**src/rtl/thr_pkg.sv**
```systemverilog
package thr_pkg;

  // Host register slice width and bus width
  localparam int REG_W = 6;
  localparam int BUS_W = 8;
  // Slices per register window (address offsets 0..3, mirrored at 4..7)
  localparam int SLOTS = 4;
  // Offset within a threshold window that reads back live status
  localparam logic [1:0] STATUS_SLOT = 2'd1;
  // Status byte bit positions (0-based)
  localparam int ST_LT  = 5;
  localparam int ST_GT  = 4;
  localparam int ST_NE  = 3;
  localparam int ST_TOP = 0;

  typedef enum logic [1:0] {
    RD_NONE,
    RD_OPND,
    RD_REG
  } rdKind_e;

  // Strobes from control to datapath
  typedef struct packed {
    logic       wrEn;
    logic [2:0] regIdx;
    logic [1:0] slot;
    rdKind_e    rdKind;
    logic [3:0] opndChunk;
  } hostCtl_t;

  // Address offset -> 6-bit chunk index inside a register (non-monotonic order)
  function automatic logic [1:0] slotToChunk(input logic [1:0] slot);
    case (slot)
      2'd0:    return 2'd1;
      2'd1:    return 2'd3;
      2'd2:    return 2'd2;
      default: return 2'd0;
    endcase
  endfunction

endpackage

```
**src/rtl/thr_host_ctrl.sv**
```systemverilog
module thr_host_ctrl
  import thr_pkg::*;
#(
  parameter int CID_W       = 6,
  parameter int FA_W        = 8,
  parameter int NUM_THR     = 4,
  parameter int OPND_CHUNKS = 16
) (
  input  logic             clk,
  input  logic             rstN,
  input  logic [CID_W-1:0] cardId,
  input  logic [CID_W-1:0] cardAddr,
  input  logic [FA_W-1:0]  funcAddr,
  input  logic             strobe,
  input  logic             dirWrite,
  output hostCtl_t         ctl
);

  localparam int GRP_LSB   = 3;              // eight addresses per window
  localparam int GRP_W     = FA_W - GRP_LSB;
  localparam int FIRST_GRP = 2;              // first register window at 16
  localparam int NUM_REGS  = NUM_THR + 1;    // thresholds plus correction

  logic             strobePrev;
  logic             strobeEdge;
  logic             selected;
  logic [GRP_W-1:0] grp;
  logic             inRegWindow;
  logic             inOpndWindow;

  always_ff @(posedge clk or negedge rstN) begin
    if (!rstN) strobePrev <= 1'b0;
    else       strobePrev <= strobe;
  end

  assign strobeEdge   = strobe & ~strobePrev;
  assign selected     = (cardAddr == cardId);
  assign grp          = funcAddr[FA_W-1:GRP_LSB];
  assign inOpndWindow = (funcAddr < FA_W'(OPND_CHUNKS));
  assign inRegWindow  = (grp >= GRP_W'(FIRST_GRP)) &&
                        (grp <  GRP_W'(FIRST_GRP + NUM_REGS));

  always_comb begin
    ctl           = '0;
    ctl.regIdx    = 3'(grp - GRP_W'(FIRST_GRP));
    ctl.slot      = funcAddr[1:0];
    ctl.opndChunk = funcAddr[3:0];
    ctl.wrEn      = selected & dirWrite & strobeEdge & inRegWindow;
    ctl.rdKind    = RD_NONE;
    if (selected && !dirWrite) begin
      if (inOpndWindow)     ctl.rdKind = RD_OPND;
      else if (inRegWindow) ctl.rdKind = RD_REG;
    end
  end

endmodule

```
**src/rtl/thr_datapath.sv**
```systemverilog
module thr_datapath
  import thr_pkg::*;
#(
  parameter int NUM_THR   = 4,
  parameter int SUM_W     = 19,
  parameter int CORR_W    = 24,
  parameter int OPND_BITS = 96
) (
  input  logic               clk,
  input  logic               rstN,
  input  hostCtl_t           ctl,
  input  logic [REG_W-1:0]   wrData,
  input  logic [SUM_W-1:0]   partialSum,
  input  logic [OPND_BITS-1:0] opndFlat,
  output logic [NUM_THR-1:0] sumBelow,
  output logic [CORR_W-1:0]  corrValue,
  output logic [BUS_W-1:0]   rdData
);

  localparam int PAD_W       = SLOTS * REG_W;
  localparam int NUM_REGS    = NUM_THR + 1;
  localparam int THR_IW      = (NUM_THR > 1) ? $clog2(NUM_THR) : 1;
  localparam int OPND_CHUNKS = (OPND_BITS + REG_W - 1) / REG_W;
  localparam int OPND_PAD    = OPND_CHUNKS * REG_W;
  localparam logic [PAD_W-1:0] THR_MASK  = {PAD_W{1'b1}} >> (PAD_W - SUM_W);
  localparam logic [PAD_W-1:0] CORR_MASK = {PAD_W{1'b1}} >> (PAD_W - CORR_W);

  logic [PAD_W-1:0]    regFile [NUM_REGS];
  logic [NUM_THR-1:0]  ltVec;
  logic [NUM_THR-1:0]  gtVec;
  logic [NUM_THR-1:0]  neVec;
  logic [NUM_THR-1:0]  sumBelowQ;
  logic [1:0]          wrChunk;
  logic [PAD_W-1:0]    entryMask;
  logic [REG_W-1:0]    wrField;
  logic [1:0]          rdChunk;
  logic [PAD_W-1:0]    rdWord;
  logic                isThr;
  logic [THR_IW-1:0]   thrSel;
  logic [OPND_PAD-1:0] opndPad;

  // ---------------- write path ----------------
  assign wrChunk   = slotToChunk(ctl.slot);
  assign isThr     = (ctl.regIdx < 3'(NUM_THR));
  assign entryMask = isThr ? THR_MASK : CORR_MASK;
  assign wrField   = wrData & entryMask[wrChunk*REG_W +: REG_W];

  always_ff @(posedge clk or negedge rstN) begin
    if (!rstN) begin
      for (int i = 0; i < NUM_REGS; i++) regFile[i] <= '0;
    end else if (ctl.wrEn) begin
      regFile[ctl.regIdx][wrChunk*REG_W +: REG_W] <= wrField;
    end
  end

  for (genvar r = 0; r < NUM_REGS; r++) begin : gWrGuard
    AST_REG_WRITE_GATED: assert property (@(posedge clk) disable iff (!rstN)
      !$stable(regFile[r]) |-> ($past(ctl.wrEn) && $past(ctl.regIdx) == 3'(r)))
      else $error("register changed without a write strobe");
  end

  // ---------------- comparators ----------------
  for (genvar t = 0; t < NUM_THR; t++) begin : gThr
    logic [SUM_W-1:0] thrVal;
    assign thrVal   = regFile[t][SUM_W-1:0];
    assign ltVec[t] = (partialSum < thrVal);
    assign gtVec[t] = (partialSum > thrVal);
    assign neVec[t] = (partialSum != thrVal);

    always_ff @(posedge clk or negedge rstN) begin
      if (!rstN) sumBelowQ[t] <= 1'b0;
      else       sumBelowQ[t] <= ltVec[t];
    end

    AST_ZERO_THR_NOT_BELOW: assert property (@(posedge clk) disable iff (!rstN)
      ($past(thrVal) == '0) |-> !sumBelowQ[t])
      else $error("flag set against a zero threshold");
    AST_STATUS_CONSISTENT: assert property (@(posedge clk) disable iff (!rstN)
      ((ltVec[t] || gtVec[t]) == neVec[t]) && !(ltVec[t] && gtVec[t]))
      else $error("status bits disagree");
    AST_THR_PAD_CLEAR: assert property (@(posedge clk) disable iff (!rstN)
      regFile[t][PAD_W-1:SUM_W] == '0)
      else $error("threshold bits above its width set");
  end

  assign sumBelow  = sumBelowQ;
  assign corrValue = regFile[NUM_THR][CORR_W-1:0];

  // ---------------- read path ----------------
  assign opndPad = OPND_PAD'(opndFlat);
  assign rdChunk = slotToChunk(ctl.slot);
  assign thrSel  = THR_IW'(ctl.regIdx);
  assign rdWord  = (ctl.regIdx < 3'(NUM_REGS)) ? regFile[ctl.regIdx] : '0;

  always_comb begin
    rdData = '0;
    unique case (ctl.rdKind)
      RD_OPND: rdData = BUS_W'(opndPad[ctl.opndChunk*REG_W +: REG_W]);
      RD_REG: begin
        if (isThr && ctl.slot == STATUS_SLOT) begin
          rdData[ST_LT]  = ltVec[thrSel];
          rdData[ST_GT]  = gtVec[thrSel];
          rdData[ST_NE]  = neVec[thrSel];
          rdData[ST_TOP] = rdWord[SUM_W-1];
        end else begin
          rdData = BUS_W'(rdWord[rdChunk*REG_W +: REG_W]);
        end
      end
      default: rdData = '0;
    endcase
  end

endmodule

```
**src/rtl/thr_host_top.sv**
```systemverilog
module thr_host_top
  import thr_pkg::*;
#(
  parameter int NUM_THR  = 4,
  parameter int SUM_W    = 19,
  parameter int CORR_W   = 24,
  parameter int OPND_W   = 16,
  parameter int NUM_OPND = 6,
  parameter int CID_W    = 6,
  parameter int FA_W     = 8
) (
  input  logic                       clk,
  input  logic                       rstN,
  input  logic [CID_W-1:0]           cardId,
  input  logic [CID_W-1:0]           hostCardAddr,
  input  logic [FA_W-1:0]            hostFuncAddr,
  input  logic                       hostStrobe,
  input  logic                       hostDirWrite,
  input  logic [BUS_W-1:0]           hostWrData,
  output logic [BUS_W-1:0]           hostRdData,
  input  logic [SUM_W-1:0]           partialSum,
  input  logic [NUM_OPND*OPND_W-1:0] opndFlat,
  output logic [NUM_THR-1:0]         sumBelow,
  output logic [CORR_W-1:0]          corrValue
);

  localparam int OPND_BITS   = NUM_OPND * OPND_W;
  localparam int OPND_CHUNKS = (OPND_BITS + REG_W - 1) / REG_W;

  hostCtl_t ctl;
  logic     unusedWrHi;

  assign unusedWrHi = ^hostWrData[BUS_W-1:REG_W];

  thr_host_ctrl #(
    .CID_W(CID_W), .FA_W(FA_W), .NUM_THR(NUM_THR), .OPND_CHUNKS(OPND_CHUNKS)
  ) u_ctrl (
    .clk(clk), .rstN(rstN), .cardId(cardId), .cardAddr(hostCardAddr),
    .funcAddr(hostFuncAddr), .strobe(hostStrobe), .dirWrite(hostDirWrite),
    .ctl(ctl)
  );

  thr_datapath #(
    .NUM_THR(NUM_THR), .SUM_W(SUM_W), .CORR_W(CORR_W), .OPND_BITS(OPND_BITS)
  ) u_dp (
    .clk(clk), .rstN(rstN), .ctl(ctl), .wrData(hostWrData[REG_W-1:0]),
    .partialSum(partialSum), .opndFlat(opndFlat), .sumBelow(sumBelow),
    .corrValue(corrValue), .rdData(hostRdData)
  );

  AST_RD_QUIET: assert property (@(posedge clk) disable iff (!rstN)
    !((hostCardAddr == cardId) && !hostDirWrite) |-> (hostRdData == '0))
    else $error("read data driven while not selected for a read");
  AST_RD_TOP_ZERO: assert property (@(posedge clk) disable iff (!rstN)
    hostRdData[BUS_W-1:REG_W] == '0)
    else $error("read data upper bits set");

endmodule

```
**config.mk**
```make
export PLATFORM = sky130hd
export DESIGN_NAME = thr_host_top
export DESIGN_NICKNAME = d
export VERILOG_FILES = /design/src/rtl/thr_pkg.sv /design/src/rtl/thr_host_ctrl.sv /design/src/rtl/thr_datapath.sv /design/src/rtl/thr_host_top.sv
export SDC_FILE = /design/constraint.sdc
export NUM_CORES = 1
export LEC_CHECK = 0
export BUFFER_PORTS_ARGS = -buffer_cell sky130_fd_sc_hd__buf_2
export CAP_MARGIN = 20
export CELL_PAD_IN_SITES_DETAIL_PLACEMENT = 1
export CELL_PAD_IN_SITES_GLOBAL_PLACEMENT = 2
export CORE_UTILIZATION = 40
export CTS_CLUSTER_DIAMETER = 30
export DETAILED_ROUTE_END_ITERATION = 10
export GPL_TIMING_DRIVEN = 0
export PLACE_DENSITY_LB_ADDON = 0.08
export SLEW_MARGIN = 20
export SYNTH_ARGS = -nofsm -noshare
export SYNTH_HDL_FRONTEND = slang
export SYNTH_SLANG_ARGS = --single-unit
```
**constraint.sdc**
```tcl
create_clock -name clk -period 5.2 [get_ports clk]
set_clock_uncertainty 0.05 [all_clocks]
set_input_delay 0.52 -clock clk [delete_from_list [all_inputs] [get_ports clk]]
set_output_delay 0.52 -clock clk [all_outputs]
set_load 0.1 [all_outputs]
```
# Word level (Yosys, flattened, before mapping)
# Index checks and enable logic that the tools add are counted.
# word_totals
register_bits	125
latchBits	0
ramBits	0
rom_bits	0
in_bits	147
out_inout_bits	36
n_memories	0
# classes
addsub	2
mul	2
n_div	0
order_cmp	16
n_eq_ne	9
n_shift	5
mux	22
bitwise	7
reduce_logical	6
# op_table
op	n
120-bit bitwise mux	1
24-bit 2-to-1 mux	5
96-bit by 8-bit variable part select with 6-bit output	1
19-bit greater-than comparator	4
19-bit less-than comparator	4
19-bit != test	4
24-bit binary-select mux with 3-bit select	1
24-bit demux with 3-bit select	1
24-bit by 6-bit variable part select with 6-bit output	2
5-bit negator with 34-bit output	1
6-bit by 34-bit variable shift with 24-bit output, first input constant	1
6-bit by 34-bit variable part select with 24-bit output	1
6-bit one-hot mux with 2 select lines	1
8-bit by 5-bit less-than comparator with 1-bit output, second input constant	1
2-bit 2-to-1 mux	4
6-bit AND	1
1-bit binary-select mux with 2-bit select	3
6-bit == test	1
3-bit less-than comparator, second input constant	2
4-bit by 2-bit multiplier with 6-bit output, second input constant	1
2-bit one-hot mux with 3 select lines	1
5-bit by 2-bit >= comparator with 1-bit output, second input constant	1
5-bit by 3-bit less-than comparator with 1-bit output, second input constant	1
1-bit AND	4
other kinds (14)	22

# Depth between registers and ports, before layout
# depth
word_depth	9
mapped_depth	13
depth_no_buf	11

# Hierarchy
# Synthesis repeated with hierarchy kept, for this count alone.
# hier_totals
cells_unflattened	943
area_unflattened_um2	9126.3
# by_module_without_submodules
mod	instances	cells_per_inst	area_each_um2	seq_area_each_um2
thr_datapath	1	912	8872.3	3103.0
thr_host_ctrl	1	31	254.0	25.0

# Worst setup path before layout
# No wires, ideal clock.
# synth_timing
kind	input to output
from	input hostFuncAddr[4]
to	output hostRdData[4]
t_arrival_ns	4.804
setup_slack_ns	-0.174
path_stages	10
cell_sequence	buf_4 buf_6 clkinv_1 ha_1 a2111oi_0 nand2_1 inv_1 ha_1 or2_2 o32ai_1
# synth_between
elab_chain_len	9
# synth_rtl
element	line	text
start: declaration	thr_host_top.sv:16	input logic [FA_W-1:0] hostFuncAddr,
3-bit by 2-bit subtractor with 3-bit output	thr_host_ctrl.sv:45	ctl.regIdx = 3'(grp - GRP_W'(FIRST_GRP));
3-bit NOT with 4-bit output (implied by the code)	thr_datapath.sv:93	assign rdWord = (ctl.regIdx < 3'(NUM_REGS)) ? regFile[ctl.regIdx] : '0;
24-bit binary-select mux with 3-bit select	thr_datapath.sv:93	
24-bit 2-to-1 mux (implied by the code) (2 in a row)	thr_datapath.sv:93	
24-bit 2-to-1 mux	thr_datapath.sv:93	
24-bit by 6-bit variable part select with 6-bit output	thr_datapath.sv:106	rdData = BUS_W'(rdWord[rdChunk*REG_W +: REG_W]);
3-bit 2-to-1 mux	thr_datapath.sv:100	if (isThr && ctl.slot == STATUS_SLOT) begin
6-bit one-hot mux with 2 select lines *	thr_datapath.sv:97	unique case (ctl.rdKind)
end: declaration	thr_host_top.sv:20	output logic [BUS_W-1:0] hostRdData,
# Every way passes the cells marked *; elsewhere a longest branch is shown, timed or not. The select of a mux whose other input is x is not followed.

# Worst setup path after layout
# layout_timing
from	input hostFuncAddr[1]
to	output hostRdData[5]
# layout_between
elab_chain_len	6
# layout_rtl
element	line	text
2-bit == test, or another cell as far along	thr_pkg.sv:33	case (slot)
2-bit one-hot mux with 3 select lines	thr_pkg.sv:33	
2-bit by 2-bit multiplier with 4-bit output	thr_datapath.sv:106	
24-bit by 6-bit variable part select with 6-bit output	thr_datapath.sv:106	
3-bit 2-to-1 mux	thr_datapath.sv:100	
6-bit one-hot mux with 2 select lines *	thr_datapath.sv:97	
# Every way passes the cells marked *; elsewhere a longest branch is shown, timed or not.

==> run_results.csv <==
group,metric,value,unit
status,status,"finished clean",
clocking,ctsRootBufferMaster,"clkbuf_16",
synth,yosysUniqueCellTypes,67,
power,leakagePower,5.41,nW
timing,hold_viol,0,
synth,synth_flop_cell,"dfrtp_1",
worst_setup_path,cp.arrival,4.57,ns
die,core,23500,sq um
timing,maxSlewViolCount,0,
detailed_routing,vias,7923,
die,chipWidth,157,um
synth,async_reset_ff_share,100,%
detailed_routing,routed_wl,34700,um
die,initial_core_util,40.8,%
synth,yosys_warnings,0,
final_layout,fillers,2660,
power,p_total,0.00272,W
global_route,grt_pass1_wl,51600,um
clocking,clk_latency,0.43,ns
synth,avgSynthCellArea,11.1,sq um
worst_setup_path,critical_path_class,"in2out",
placement,dp_cells,1361,
placement,gp_congestion,0.881,
final_layout,fin_area,11600,sq um
synth,yosys.area.top_type,"dfrtp_1",
clocking,numCtsBuffers,17,
detailed_routing,drt-pass1-iter-count,6,
synth,synth_area_leaders,"dfrtp_1, mux2_2, ha_1, mux4_2, inv_1",
timing,setup_violations,0,
timing,final.min_clock_period,5.14,ns
synth,post_synth_xor_area_fraction,0.638,%
job,drv_cap,0,
clocking,clk_pin_slew,0.06,ns
die,rows,56,
global_route,grt_max_degree,93,
synth,synth_edf_count,0,
clocking,clock_sinks,125,
timing,tightest_slew,1.13,ns
clocking,clk_path_buf_depth,2,
clocking,cts_setup_buffers,0,
worst_setup_path,cp-end-kind,"primary output",
global_route,antenna_found_initial,1,
timing,fin_crit_sh,98.8,%
synth,synthAdderAreaFrac,11.8,%
final_layout,layoutNonFillerInstCount,1393,
placement,portBuffers,178,
synth,synth_compound_area_share,9.80,%
worst_setup_path,crit_required,4.63,ns
die,ioPinCount,183,
placement,hpwl,27300,um
timing,tns,0,ns
detailed_routing,wl_per_cell,24.9,um
synth,synth_mux_area_share,26.9,%
timing,setup_slack,0.0634,ns
min_path,hold_path_depth,1,
global_route,grt_usage,29.1,%
placement,pre_cts_ws,-0.198,ns
synth,ys_seq_elements,125,
detailed_routing,drt-initial-drc-count,460,
synth,syn-cell-area,9610,sq um
power,peakVddDrop,0.000250,V
final_layout,num_antenna_cells,0,
min_path,min_path_type,"in2reg",
synth,synth_simple_gate_area_share,11.1,%
timing,slew_headroom,22.8,%
power,power_density,234,nW/um^2
detailed_routing,drc,0,
die,die_area,24700,sq um
clocking,h-tree-depth,4,
timing,rsz0062_at_grt,"no",
worst_setup_path,setup.worst_path.start_class,"primary input",
detailed_routing,viasPerCell,5.69,
synth,synthCells,862,
clocking,cts_tree,"yes",
synth,synth-seq-area-share,32.5,%
global_route,grt_pass1_vias,8110,
die,die_h,157,um
synth,synth_top_cell_area_share,32.5,%
worst_setup_path,r2r_cells,7,
detailed_routing,ant_nets,0,
final_layout,synthToLayoutAreaGrowth,20.7,%
timing,maxClockFrequency,0.195,GHz
final_layout,fin_nets,1300,
synth,synth_top_family_by_area,"multiplexers",
worst_setup_path,worst-path-max-fanout,10,
global_route,grt.overflow.total,0,
final_layout,drive_gt1_share,42.6,%
placement,placedInstanceArea,11000,sq um
==> power by group <==
group | total (W) | switching (W) | internal [W]
clock network | 0.00129 | 0.000464 | 0.000822
logic | 0.000454 | 0.000278 | 0.000175
registers | 0.000976 | 0.000000693 | 0.000976
==> path summary, 6_finish.rpt <==
check	startpoint	to	slack, ns
max	hostFuncAddr[1]	hostRdData[5]	0.06
min	hostStrobe	u_ctrl.strobePrev	0.16
max reg2reg	u_dp.gThr[0].thrVal[8]	u_dp.sumBelow[0]	2.65
min reg2reg	u_dp.regFile[93]	u_dp.regFile[93]	0.45
max in group asynchronous	rstN	u_dp.gThr[3].thrVal[13]	3.82
min in group asynchronous	rstN	u_dp.gThr[1].thrVal[17]	0.49
==> per-stage QoR <==
step	util (%)	hold WS [ns]
finish	49.3	0.165
global route	49.3	0.151
CTS	49.3	0.143
detailed placement	46.5	0.355
global placement	46.3	0.437
floorplan	-	0.174
==> per-layer routing <==
metal / global-route usage, % / routed length [um] / share of wire [%] / up-vias
li1: - / - / - / 3569
met1: 40.0 / 15600 / 45 / 4083
met2: 46.8 / 16800 / 48 / 211
met3: 4.05 / 1300 / 3.7 / 58
met4: 10.3 / 971 / 2.8 / 2
met5: 0 / 13 / 0.037 / -
==> cell usage in the layout, fill, tap and decap left out, drive strengths merged, types with 3 or more instances in the layout <==
master / count
a211o: 3
a2bb2oi: 8
nand2: 39
inv: 88
nand3b: 9
a211oi: 11
nor4: 3
nor3: 6
o21ai: 21
nor3b: 5
a2111oi: 5
nor2b: 5
nand4: 9
clkinv: 5
a21o: 4
ha: 91
dfrtp: 125
o211ai: 7
o22ai: 6
mux4: 49
and2: 9
nand3: 14
clkbuf: 29
mux2: 121
clkinvlp: 3
and3: 7
a221oi: 7
buf: 224
nor2: 59
o21bai: 3
a22oi: 11
o31ai: 3
xnor2: 7
a21oi: 33
bufinv: 4
mux2i: 12
==> cells in the mapped netlist, types with 3 or more instances <==
library cell,instances
a2111oi_0,5
a211o_1,3
a211oi_1,11
a21o_1,3
a21oi_1,33
a221oi_1,6
a22oi_1,11
a2bb2oi_1,8
and2_1,7
and3_1,7
buf_1,3
buf_2,8
buf_4,31
buf_6,3
clkbuf_1,9
dfrtp_1,125
ha_1,91
inv_1,88
mux2_2,121
mux2i_1,12
mux4_2,49
nand2_1,35
nand2_4,4
nand3_1,14
nand3b_1,9
nand4_1,9
nor2_1,39
nor2_4,19
nor2b_1,5
nor3_1,6
nor3b_1,4
o211ai_1,7
o21ai_0,21
o21bai_1,3
o22ai_1,6
o31ai_1,3
xnor2_1,7
==> cell families after synthesis <==
| group | count (synthesis) |
|---|---|
| flops | 125 |
| simple gates | 176 |
| other cells | 1 |
| xor+xnor | 7 |
| buf+inv | 143 |
| compound gates | 137 |
| fa+ha+maj | 91 |
| mux | 182 |
==> worst max-delay path, cell delays in order <==
cell and delay [ns]:
buf_2 0.12, clkbuf_1 0.31, clkbuf_1 0.53, inv_1 0.19, ha_1 0.35, o21bai_1 0.38, buf_2 0.38, mux4_2 0.59
o31ai_1 0.56, a211o_1 0.19, buf_2 0.42
==> cell type report <==
type / count / area (sq um) / share of cell area (%)
tap: 319 / 399 / 3.44
inverter: 89 / 335 / 2.89
sequential: 125 / 3130 / 27.0
clock inverter: 11 / 166 / 1.43
timing repair buffer: 180 / 938 / 8.09
clock buffer: 20 / 457 / 3.94
buffer: 54 / 354 / 3.05
multi-input combinational: 595 / 5820 / 50.2
==> timing repair <==
item	in CTS	in global routing
hold endpoints to repair	33	0
hold buffers	1	0
endpoints found under the setup margin	4	0
resized for setup	4	0
==> sequential cells by signal, indices dropped and copies added, names as in the netlist <==
| signal | count |
|---|---|
| u_dp.sumBelow | 4 |
| u_ctrl.strobePrev | 1 |
| u_dp.corrValue | 24 |
| u_dp.gThr.thrVal | 76 |
| u_dp.regFile | 20 |
(Power assumes the default switching activity.)
